**src/rtl/llsc_pkg.sv**
```systemverilog
package llsc_pkg;

  localparam logic [1:0] OP_LL = 2'b01;
  localparam logic [1:0] OP_SC = 2'b10;

  typedef enum logic [1:0] {
    ST_IDLE = 2'd0,
    ST_SEND = 2'd1,
    ST_WAIT = 2'd2
  } sc_state_e;

endpackage

```
**src/rtl/llsc_resv_reg.sv**
```systemverilog
module llsc_resv_reg #(
  parameter int LINE_W = 26
) (
  input  logic              clk,
  input  logic              rst_n,
  input  logic              set_i,
  input  logic [LINE_W-1:0] set_line_i,
  input  logic              clr_i,
  input  logic              inv_valid_i,
  input  logic [LINE_W-1:0] inv_line_i,
  input  logic [LINE_W-1:0] sc_line_i,
  input  logic [LINE_W-1:0] probe_line_i,
  output logic              flag_o,
  output logic [LINE_W-1:0] line_o,
  output logic              sc_match_o,
  output logic              probe_hit_o
);

  function automatic logic lines_equal(input logic [LINE_W-1:0] a,
                                       input logic [LINE_W-1:0] b);
    return (a ^ b) == '0;
  endfunction

  logic              flag_q;
  logic [LINE_W-1:0] line_q;
  logic              inv_hits_old;
  logic              inv_hits_new;

  assign inv_hits_old = inv_valid_i && lines_equal(inv_line_i, line_q);
  assign inv_hits_new = inv_valid_i && lines_equal(inv_line_i, set_line_i);

  always_ff @(posedge clk) begin
    if (!rst_n) begin
      flag_q <= 1'b0;
      line_q <= '0;
    end else if (set_i) begin
      line_q <= set_line_i;
      flag_q <= !inv_hits_new;
    end else if (clr_i || inv_hits_old) begin
      flag_q <= 1'b0;
    end
  end

  assign flag_o      = flag_q;
  assign line_o      = line_q;
  assign sc_match_o  = flag_q && lines_equal(sc_line_i, line_q) && !inv_hits_old;
  assign probe_hit_o = flag_q && lines_equal(probe_line_i, line_q);

  // a load-linked without a colliding invalidation leaves a live reservation
  a_r2_ll_sets: assert property (@(posedge clk) disable iff (!rst_n)
    (set_i && !inv_hits_new) |=> (flag_o && line_o == $past(set_line_i)));

  // invalidation of the reserved line drops it
  a_r8_inv_clears: assert property (@(posedge clk) disable iff (!rst_n)
    (!set_i && inv_hits_old) |=> !flag_o);

  // load-linked racing an invalidation of its own line stays unreserved
  a_r11_ll_inv_race: assert property (@(posedge clk) disable iff (!rst_n)
    (set_i && inv_hits_new) |=> !flag_o);

  // completion of a store-conditional drops the reservation
  a_r7_clr_drops: assert property (@(posedge clk) disable iff (!rst_n)
    (clr_i && !set_i) |=> !flag_o);

endmodule

```
**src/rtl/llsc_sc_fsm.sv**
```systemverilog
module llsc_sc_fsm
  import llsc_pkg::*;
#(
  parameter int ADDR_W = 32
) (
  input  logic              clk,
  input  logic              rst_n,
  input  logic              sc_acc_i,
  input  logic              local_ok_i,
  input  logic [ADDR_W-1:0] sc_addr_i,
  input  logic              mem_sc_ready_i,
  input  logic              mem_rsp_valid_i,
  input  logic              mem_rsp_ok_i,
  output logic              idle_o,
  output logic              mem_sc_valid_o,
  output logic [ADDR_W-1:0] mem_sc_addr_o,
  output logic              rsp_valid_o,
  output logic              rsp_ok_o,
  output logic              sc_done_o
);

  sc_state_e         st_q;
  sc_state_e         st_d;
  logic [ADDR_W-1:0] addr_q;
  logic              rsp_v_q;
  logic              rsp_ok_q;
  logic              local_fail;
  logic              forward_now;
  logic              mem_done;

  assign local_fail  = (st_q == ST_IDLE) && sc_acc_i && !local_ok_i;
  assign forward_now = (st_q == ST_IDLE) && sc_acc_i && local_ok_i;
  assign mem_done    = (st_q == ST_WAIT) && mem_rsp_valid_i;

  always_comb begin
    st_d = st_q;
    unique case (st_q)
      ST_IDLE: if (forward_now)    st_d = ST_SEND;
      ST_SEND: if (mem_sc_ready_i) st_d = ST_WAIT;
      ST_WAIT: if (mem_done)       st_d = ST_IDLE;
      default:                     st_d = ST_IDLE;
    endcase
  end

  always_ff @(posedge clk) begin
    if (!rst_n) begin
      st_q     <= ST_IDLE;
      addr_q   <= '0;
      rsp_v_q  <= 1'b0;
      rsp_ok_q <= 1'b0;
    end else begin
      st_q    <= st_d;
      rsp_v_q <= local_fail || mem_done;
      if (forward_now) addr_q <= sc_addr_i;
      if (local_fail)    rsp_ok_q <= 1'b0;
      else if (mem_done) rsp_ok_q <= mem_rsp_ok_i;
    end
  end

  assign idle_o         = (st_q == ST_IDLE);
  assign mem_sc_valid_o = (st_q == ST_SEND);
  assign mem_sc_addr_o  = addr_q;
  assign rsp_valid_o    = rsp_v_q;
  assign rsp_ok_o       = rsp_ok_q;
  assign sc_done_o      = local_fail || mem_done;

  // the memory verdict is passed through one cycle later
  a_r5_verdict_pass: assert property (@(posedge clk) disable iff (!rst_n)
    mem_done |=> (rsp_valid_o && rsp_ok_o == $past(mem_rsp_ok_i)));

  // a local failure answers at once and sends nothing
  a_r6_local_fail: assert property (@(posedge clk) disable iff (!rst_n)
    local_fail |=> (rsp_valid_o && !rsp_ok_o && !mem_sc_valid_o));

  // the forwarded request is held steady until taken
  a_r10_hold_req: assert property (@(posedge clk) disable iff (!rst_n)
    (mem_sc_valid_o && !mem_sc_ready_i) |=> (mem_sc_valid_o && $stable(mem_sc_addr_o)));

  // a response pulse never overlaps an outstanding request
  a_r5_no_overlap: assert property (@(posedge clk) disable iff (!rst_n)
    rsp_valid_o |-> idle_o);

endmodule

```
**src/rtl/llsc_resv_tracker.sv**
```systemverilog
module llsc_resv_tracker
  import llsc_pkg::*;
#(
  parameter int ADDR_W   = 32,
  parameter int LINE_OFS = 6
) (
  input  logic                       clk,
  input  logic                       rst_n,
  input  logic                       cpu_req_valid,
  output logic                       cpu_req_ready,
  input  logic [1:0]                 cpu_req_op,
  input  logic [ADDR_W-1:0]          cpu_req_addr,
  output logic                       cpu_rsp_valid,
  output logic                       cpu_rsp_ok,
  input  logic [ADDR_W-LINE_OFS-1:0] lookup_line,
  output logic                       lookup_hit,
  input  logic                       inv_valid,
  input  logic [ADDR_W-LINE_OFS-1:0] inv_line,
  output logic                       mem_sc_valid,
  input  logic                       mem_sc_ready,
  output logic [ADDR_W-1:0]          mem_sc_addr,
  input  logic                       mem_rsp_valid,
  input  logic                       mem_rsp_ok
);

  localparam int LINE_W = ADDR_W - LINE_OFS;

  logic              req_acc;
  logic              ll_acc;
  logic              sc_acc;
  logic [LINE_W-1:0] req_line;
  logic              resv_flag;
  logic [LINE_W-1:0] resv_line;
  logic              sc_local_ok;
  logic              sc_done;
  logic              fsm_idle;

  assign req_line      = cpu_req_addr[ADDR_W-1:LINE_OFS];
  assign cpu_req_ready = fsm_idle;
  assign req_acc       = cpu_req_valid && fsm_idle;
  assign ll_acc        = req_acc && (cpu_req_op == OP_LL);
  assign sc_acc        = req_acc && (cpu_req_op == OP_SC);

  llsc_resv_reg #(
    .LINE_W(LINE_W)
  ) u_resv (
    .clk          (clk),
    .rst_n        (rst_n),
    .set_i        (ll_acc),
    .set_line_i   (req_line),
    .clr_i        (sc_done),
    .inv_valid_i  (inv_valid),
    .inv_line_i   (inv_line),
    .sc_line_i    (req_line),
    .probe_line_i (lookup_line),
    .flag_o       (resv_flag),
    .line_o       (resv_line),
    .sc_match_o   (sc_local_ok),
    .probe_hit_o  (lookup_hit)
  );

  llsc_sc_fsm #(
    .ADDR_W(ADDR_W)
  ) u_fsm (
    .clk             (clk),
    .rst_n           (rst_n),
    .sc_acc_i        (sc_acc),
    .local_ok_i      (sc_local_ok),
    .sc_addr_i       (cpu_req_addr),
    .mem_sc_ready_i  (mem_sc_ready),
    .mem_rsp_valid_i (mem_rsp_valid),
    .mem_rsp_ok_i    (mem_rsp_ok),
    .idle_o          (fsm_idle),
    .mem_sc_valid_o  (mem_sc_valid),
    .mem_sc_addr_o   (mem_sc_addr),
    .rsp_valid_o     (cpu_rsp_valid),
    .rsp_ok_o        (cpu_rsp_ok),
    .sc_done_o       (sc_done)
  );

  // a forward starts only from a live reservation on the same line
  a_r4_fwd_gate: assert property (@(posedge clk) disable iff (!rst_n)
    $rose(mem_sc_valid) |-> ($past(resv_flag) &&
                             $past(cpu_req_addr[ADDR_W-1:LINE_OFS]) == $past(resv_line)));

  // when an outcome is reported the reservation is already gone
  a_r7_rsp_clears: assert property (@(posedge clk) disable iff (!rst_n)
    cpu_rsp_valid |-> !resv_flag);

  // the processor port is stalled while a request is outstanding
  a_r10_stall: assert property (@(posedge clk) disable iff (!rst_n)
    mem_sc_valid |-> !cpu_req_ready);

endmodule

```
**config.mk**
```make
export PLATFORM = sky130hd
export DESIGN_NAME = llsc_resv_tracker
export DESIGN_NICKNAME = d
export VERILOG_FILES = /design/src/rtl/llsc_pkg.sv /design/src/rtl/llsc_resv_reg.sv /design/src/rtl/llsc_sc_fsm.sv /design/src/rtl/llsc_resv_tracker.sv
export SDC_FILE = /design/constraint.sdc
export NUM_CORES = 1
export LEC_CHECK = 0
export BUFFER_PORTS_ARGS = -buffer_cell sky130_fd_sc_hd__buf_2
export CAP_MARGIN = 10
export CORE_MARGIN = 2
export CORE_UTILIZATION = 36
export DETAILED_ROUTE_END_ITERATION = 10
export HOLD_SLACK_MARGIN = 0.03
export PLACE_DENSITY = 0.61
export RECOVER_POWER = 25
export REMOVE_ABC_BUFFERS = 1
export SLEW_MARGIN = 20
export SYNTH_ARGS = -nofsm -noshare
export SYNTH_HDL_FRONTEND = slang
export SYNTH_SLANG_ARGS = --single-unit
```
**constraint.sdc**
```tcl
create_clock -name clk -period 3.27 [get_ports clk]
set_clock_uncertainty 0.1 [all_clocks]
set_input_delay 0.327 -clock clk [delete_from_list [all_inputs] [get_ports clk]]
set_output_delay 0.327 -clock clk [all_outputs]
set_load 0.005 [all_outputs]
```
Yosys cells after proc, flatten, opt, wreduce, memory -nomap -nowiden. Index checks and enable logic that the tools add are counted.

Bitwise logic cells: 5. Equality and inequality tests: 7. Div/mod/pow operators: 0. Muxes and demuxes: 6. Reductions and logical operators: 25. $lt $le $gt $ge: 0. Shift-type cells: 0. Multipliers: 0. Add/sub/neg operators: 0.

Operator list (count): $logic_not A26 Y1 (4); $xor A26 B26 Y26 (4); $logic_and A1 B1 Y1 (12); $mux W2 (3); $ne A2 B1 Y1 const B (3); $pmux W2 S3 (1); $eq A2 B1 Y1 const B (2); $eq A2 B2 Y1 const B (2); $logic_not A1 Y1 (3); $reduce_and A3 Y1 (1); $logic_not A2 Y1 (1); $logic_or A1 B1 Y1 (2); $mux W1 (2); $reduce_bool A2 Y1 (1); $reduce_or A2 Y1 (1); $not A1 Y1 (1).

Register bits: 63. Memory bits (writable): 0. Memories: 0. Bits in read-only memories: 0. Bits in latches: 0. Output and inout bits: 37. Word-level logic and storage cells: 49.

Longest topological paths before layout.
Depth in word-level cells: 11. Gate-level depth with buffers: 6. Gate-level depth less buffers: 5.

Hierarchy. From an unflattened synthesis, not the netlist that was laid out.

Cells, all modules: 394. Area total of the unflattened synthesis: 3552.2 µm².

By module, submodules not included: llsc_resv_reg (area an instance 2163.3 µm², cells each 229, instances 1); llsc_sc_fsm (area an instance 1368.8 µm², cells each 163, instances 1); llsc_resv_tracker (area an instance 20.0 µm², cells each 2, instances 1).

Least setup slack after synthesis. Ideal clock, no wire load.

Path type: flip-flop to flip-flop. From: reg u_resv.line_q[18], in the netlist u_resv.line_o[18]. To: reg u_fsm.addr_q[0], in the netlist u_fsm.mem_sc_addr_o[0]. Clock period less this slack: 2071 ps. Cell stages (with the launch flop): 7. Arrival time: 1900 ps. Slack: 1199 ps. Required time: 3098 ps. Library setup time: 72 ps. Cell sequence: dfxtp_1 -> xor2_1 -> nor4_4 -> nand3_2 -> a2111oi_4 -> buf_6 -> mux2i_1.

Cells in the longest elaborated chain, start to end: 6. Elaborated cells between the ends (all ways): 9. Classes of those cells: 2 x bitwise; 7 x reduce/logical.

RTL lines: start: declaration (RTL line llsc_resv_reg.sv:25) `logic [LINE_W-1:0] line_q;`; start signal: assignment (RTL line llsc_resv_reg.sv:37) `line_q <= set_line_i;`; $xor A26 B26 Y26 (RTL line llsc_resv_reg.sv:21) `return (a ^ b) == '0;`; $logic_not A26 Y1 (RTL line llsc_resv_reg.sv:21); $logic_and A1 B1 Y1 (RTL line llsc_resv_reg.sv:29) `assign inv_hits_old = inv_valid_i && lines_equal(inv_line_i, line_q);`; $logic_not A1 Y1 (RTL line llsc_resv_reg.sv:46) `assign sc_match_o = flag_q && lines_equal(sc_line_i, line_q) && !inv_hits_old;`; $logic_and A1 B1 Y1 * (RTL line llsc_resv_reg.sv:46); $logic_and A1 B1 Y1 * (RTL line llsc_sc_fsm.sv:32) `assign forward_now = (st_q == ST_IDLE) && sc_acc_i && local_ok_i;`; end signal: assignment (RTL line llsc_sc_fsm.sv:54) `if (forward_now) addr_q <= sc_addr_i;`; end: declaration (RTL line llsc_sc_fsm.sv:24) `logic [ADDR_W-1:0] addr_q;`.

Mark *: on every way between the ends. The rest lies on a longest branch, timed or not. A chain may end at the register's enable or synchronous reset.

Worst setup path in the final report.
From: reg u_resv.line_q[17], in the netlist u_resv.line_o[17]. To: out lookup_hit.

Cells in the longest elaborated chain, start to end: 3.

RTL lines: $xor A26 B26 Y26 (RTL line llsc_resv_reg.sv:21); $logic_not A26 Y1 (RTL line llsc_resv_reg.sv:21); $logic_and A1 B1 Y1 (RTL line llsc_resv_reg.sv:47) `assign probe_hit_o = flag_q && lines_equal(probe_line_i, line_q);`; end: declaration (RTL line llsc_resv_tracker.sv:16) `output logic lookup_hit,`.

Every way passes these cells.

==> out/metrics.yaml <==
setup_path:
  crit_buf_inv: 1
  endpoint_kind: "output port"
  timing.rr.start: "u_resv.line_o[5]"
  worstPathArrival_ps: 2060
  crit_path_max_incr_delay_ps: 510
  start_kind: "flop"
  critical_path.top_delay_family: "simple AND/OR/NAND/NOR gates"
  worstPathCellList: "xnor2_1 -> nand4_1 -> or4_1 -> nor4_1 -> buf_2"
  critPathRequiredTime_ps: 2840
  crit_type: "reg -> out"
  worst_path_max_delay_cell: "or4_1"
  cp_max_fo: 4
  crit_start: "u_resv.line_o[17]"
synth:
  ys_seq_area_frac: 0.352
  syn_area_per_cell_um2: 8.54
  synth_cell_types: 33
  synth_area_um2: 3590
  yosys_warnings: 0
  syn_inst: 420
  ys_ff_latch: 63
floorplanning:
  rows: 36
  initial_core_util: 0.369
  die_w_um: 104
  die_y_um: 104
  io_pins: 130
  die_area_um2: 10800
  core_um2: 9730
clocking:
  cts_tree: "done"
  ctsHoldBuffers: 0
  numCtsBuffers: 9
  ctsLongestPathBuffers: 2
  clk_latency_ps: 350
  cts_max_level: 3
  cts_resized: 0
  clockRootBuffer: "clkbuf_8"
  clock_sinks: 63
  clk_pin_slew_ps: 70
  post_cts_buffers: 0
placed_design:
  dp_hpwl_mm: 8.33
  dpl-instance-area_um2: 4360
  gp_congestion: 0.801
  place_ws_ps: 820
  dp_cells: 671
  port_buffers: 129
worst_hold_path:
  hp-start: "cpu_req_addr[5]"
  hp-class: "in -> reg"
final_layout:
  layout-drive-gt1-share: 0.269
  fin_area_um2: 4550
  fillCellCount: 987
  layout.nets: 642
  stdcell_count: 687
  n_antenna_cell: 0
  area_growth_pct: 26.8
timing:
  period_share: 0.762
  finalHoldViolCount: 0
  tns_ps: 0
  slew_violations: 0
  fmax_mhz: 402
  tightestPinTransition_ps: 743
  fin_ws_ps: 780
  setup_viol: 0
  rsz0062_at_grt: "false"
  final.min_clock_period_ps: 2490
  slew-limit-headroom: 0.502
global_routing:
  track_usage: 0.200
  grt_pass1_vias: 3283
  grt_pass1_wl_mm: 16.8
  antenna_found_initial: 0
  overflow: 0
  grt_max_degree: 41
routing:
  via_count: 3321
  wl_mm: 10.7
  drt_first_pass_iters: 4
  wl_per_cell_um: 15.5
  drc_errors: 0
  ant_nets: 0
  initialDrtViolationCount: 169
  via_per_inst: 4.83
status:
  status: "completed"
power_and_ir_drop:
  ir_worst_vdd_mv: 0.167
  p_leak_nw: 1.79
  power_density_nw_per_um2: 388
run:
  drv_cap: 0
-- cell families after synthesis --
kind of cell           share of synthesized area
AO/OA/AOI/OAI                             0.0635
AND/OR/NAND/NOR                            0.213
multiplexers                              0.0921
XOR/XNOR                                   0.254
buffers and inverters                     0.0262
flip-flops                                 0.352
-- layer usage --
metal / wire length [um] / part of all wire / up-vias / GRT usage
met5: 0 / 0 / - / 0
met4: 234 / 0.022 / 0 / 0.0705
met3: 790 / 0.074 / 18 / 0.0604
met2: 4710 / 0.44 / 121 / 0.311
met1: 4920 / 0.46 / 1523 / 0.263
li1: - / - / 1659 / -
-- through the flow --
stage | power, mW | hold slack [ps] | utilization
floorplan | 0.941 | 345 | -
global placement | 1.08 | 340 | 0.448
CTS | 1.78 | 105 | 0.469
global route | 1.85 | 99.0 | 0.468
detailed placement | 1.09 | 346 | 0.448
finish | 1.76 | 115 | 0.468
-- state kept, by name (all words and copies together), names as in the netlist --
register and flops:
u_resv.line_o 26, u_fsm.mem_sc_addr_o 32, u_fsm.rsp_valid_o 1, u_resv.flag_o 1, u_fsm.rsp_ok_o 1, u_fsm.st_q 2
-- cell usage in the layout (no fill, tap or decap), drive strengths merged --
master,netlist,routed
mux2i,33,33
a41oi,1,1
bufinv,0,1
and2,1,1
a2111oi,1,1
a22o,1,1
and4b,2,2
a21oi,27,27
o2bb2ai,1,1
a211oi,1,1
clkbuf,15,18
clkinvlp,0,2
a22oi,1,1
nand4,18,18
dfxtp,63,63
nor3,2,2
o21a,1,1
nand3b,1,1
a2111o,1,1
nand3,4,4
inv,1,1
nor4,11,11
nor2,4,4
o21ai,1,1
nor2b,2,2
buf,3,128
or4,1,1
clkinv,0,3
xor2,37,37
nand4b,1,1
xnor2,67,67
nand2,118,118
-- Yosys cell counts --
cell type / count / share of area
o21a_1: 1 / 0.0021
nand3_2: 1 / 0.0028
a21oi_1: 27 / 0.038
a211oi_1: 1 / 0.0021
nor2b_1: 2 / 0.0035
xor2_1: 37 / 0.090
mux2i_1: 33 / 0.092
a22oi_1: 1 / 0.0021
and4b_1: 2 / 0.0056
nor3_2: 1 / 0.0028
a41oi_1: 1 / 0.0024
nor4_1: 9 / 0.016
nand3_1: 3 / 0.0042
o2bb2ai_1: 1 / 0.0024
nor2_1: 4 / 0.0042
nand3b_1: 1 / 0.0021
buf_6: 3 / 0.0094
nor3_1: 1 / 0.0014
a2111oi_4: 1 / 0.0077
nand4_1: 18 / 0.031
inv_1: 1 / 0.0010
nor4_2: 1 / 0.0035
clkbuf_1: 15 / 0.016
or4_1: 1 / 0.0021
nand2_1: 118 / 0.12
nand4b_1: 1 / 0.0024
o21ai_0: 1 / 0.0014
nor4_4: 1 / 0.0059
a22o_1: 1 / 0.0024
a2111o_1: 1 / 0.0031
dfxtp_1: 63 / 0.35
xnor2_1: 67 / 0.16
and2_1: 1 / 0.0017
-- tightest hold or removal path, cell delays in order --
cell     delay, ps
buf_2           90
nand2_1         40
mux2i_1         50
-- layout make-up --
| type | instances | area (um2) | share of cell area |
|---|---|---|---|
| clock buffer | 10 | 138 | 0.0303 |
| clock inverter | 6 | 60.1 | 0.0132 |
| multi-input combinational | 338 | 2230 | 0.491 |
| tap | 133 | 166 | 0.0366 |
| inverter | 1 | 3.75 | 0.000825 |
| sequential | 63 | 1260 | 0.277 |
| timing repair buffer | 136 | 688 | 0.151 |
-- power breakdown --
part | total, mW | switching (mW) | internal [mW]
Clock | 0.696 | 0.327 | 0.368
Combinational | 0.274 | 0.150 | 0.124
Sequential | 0.795 | 0.0164 | 0.778
Total | 1.76 | 0.494 | 1.27
-- path summary, 6_finish.rpt --
| check | slack [ps] | to | depth (start not counted) |
|---|---|---|---|
| worst min register to register | 360 | u_fsm.mem_sc_addr_o[18] | 2 |
| worst max-delay path | 780 | lookup_hit | 5 |
| worst max register to register | 940 | u_fsm.mem_sc_addr_o[12] | 6 |
| worst min-delay path | 110 | u_fsm.mem_sc_addr_o[5] | 3 |
Power figures use the tool's default switching activity.
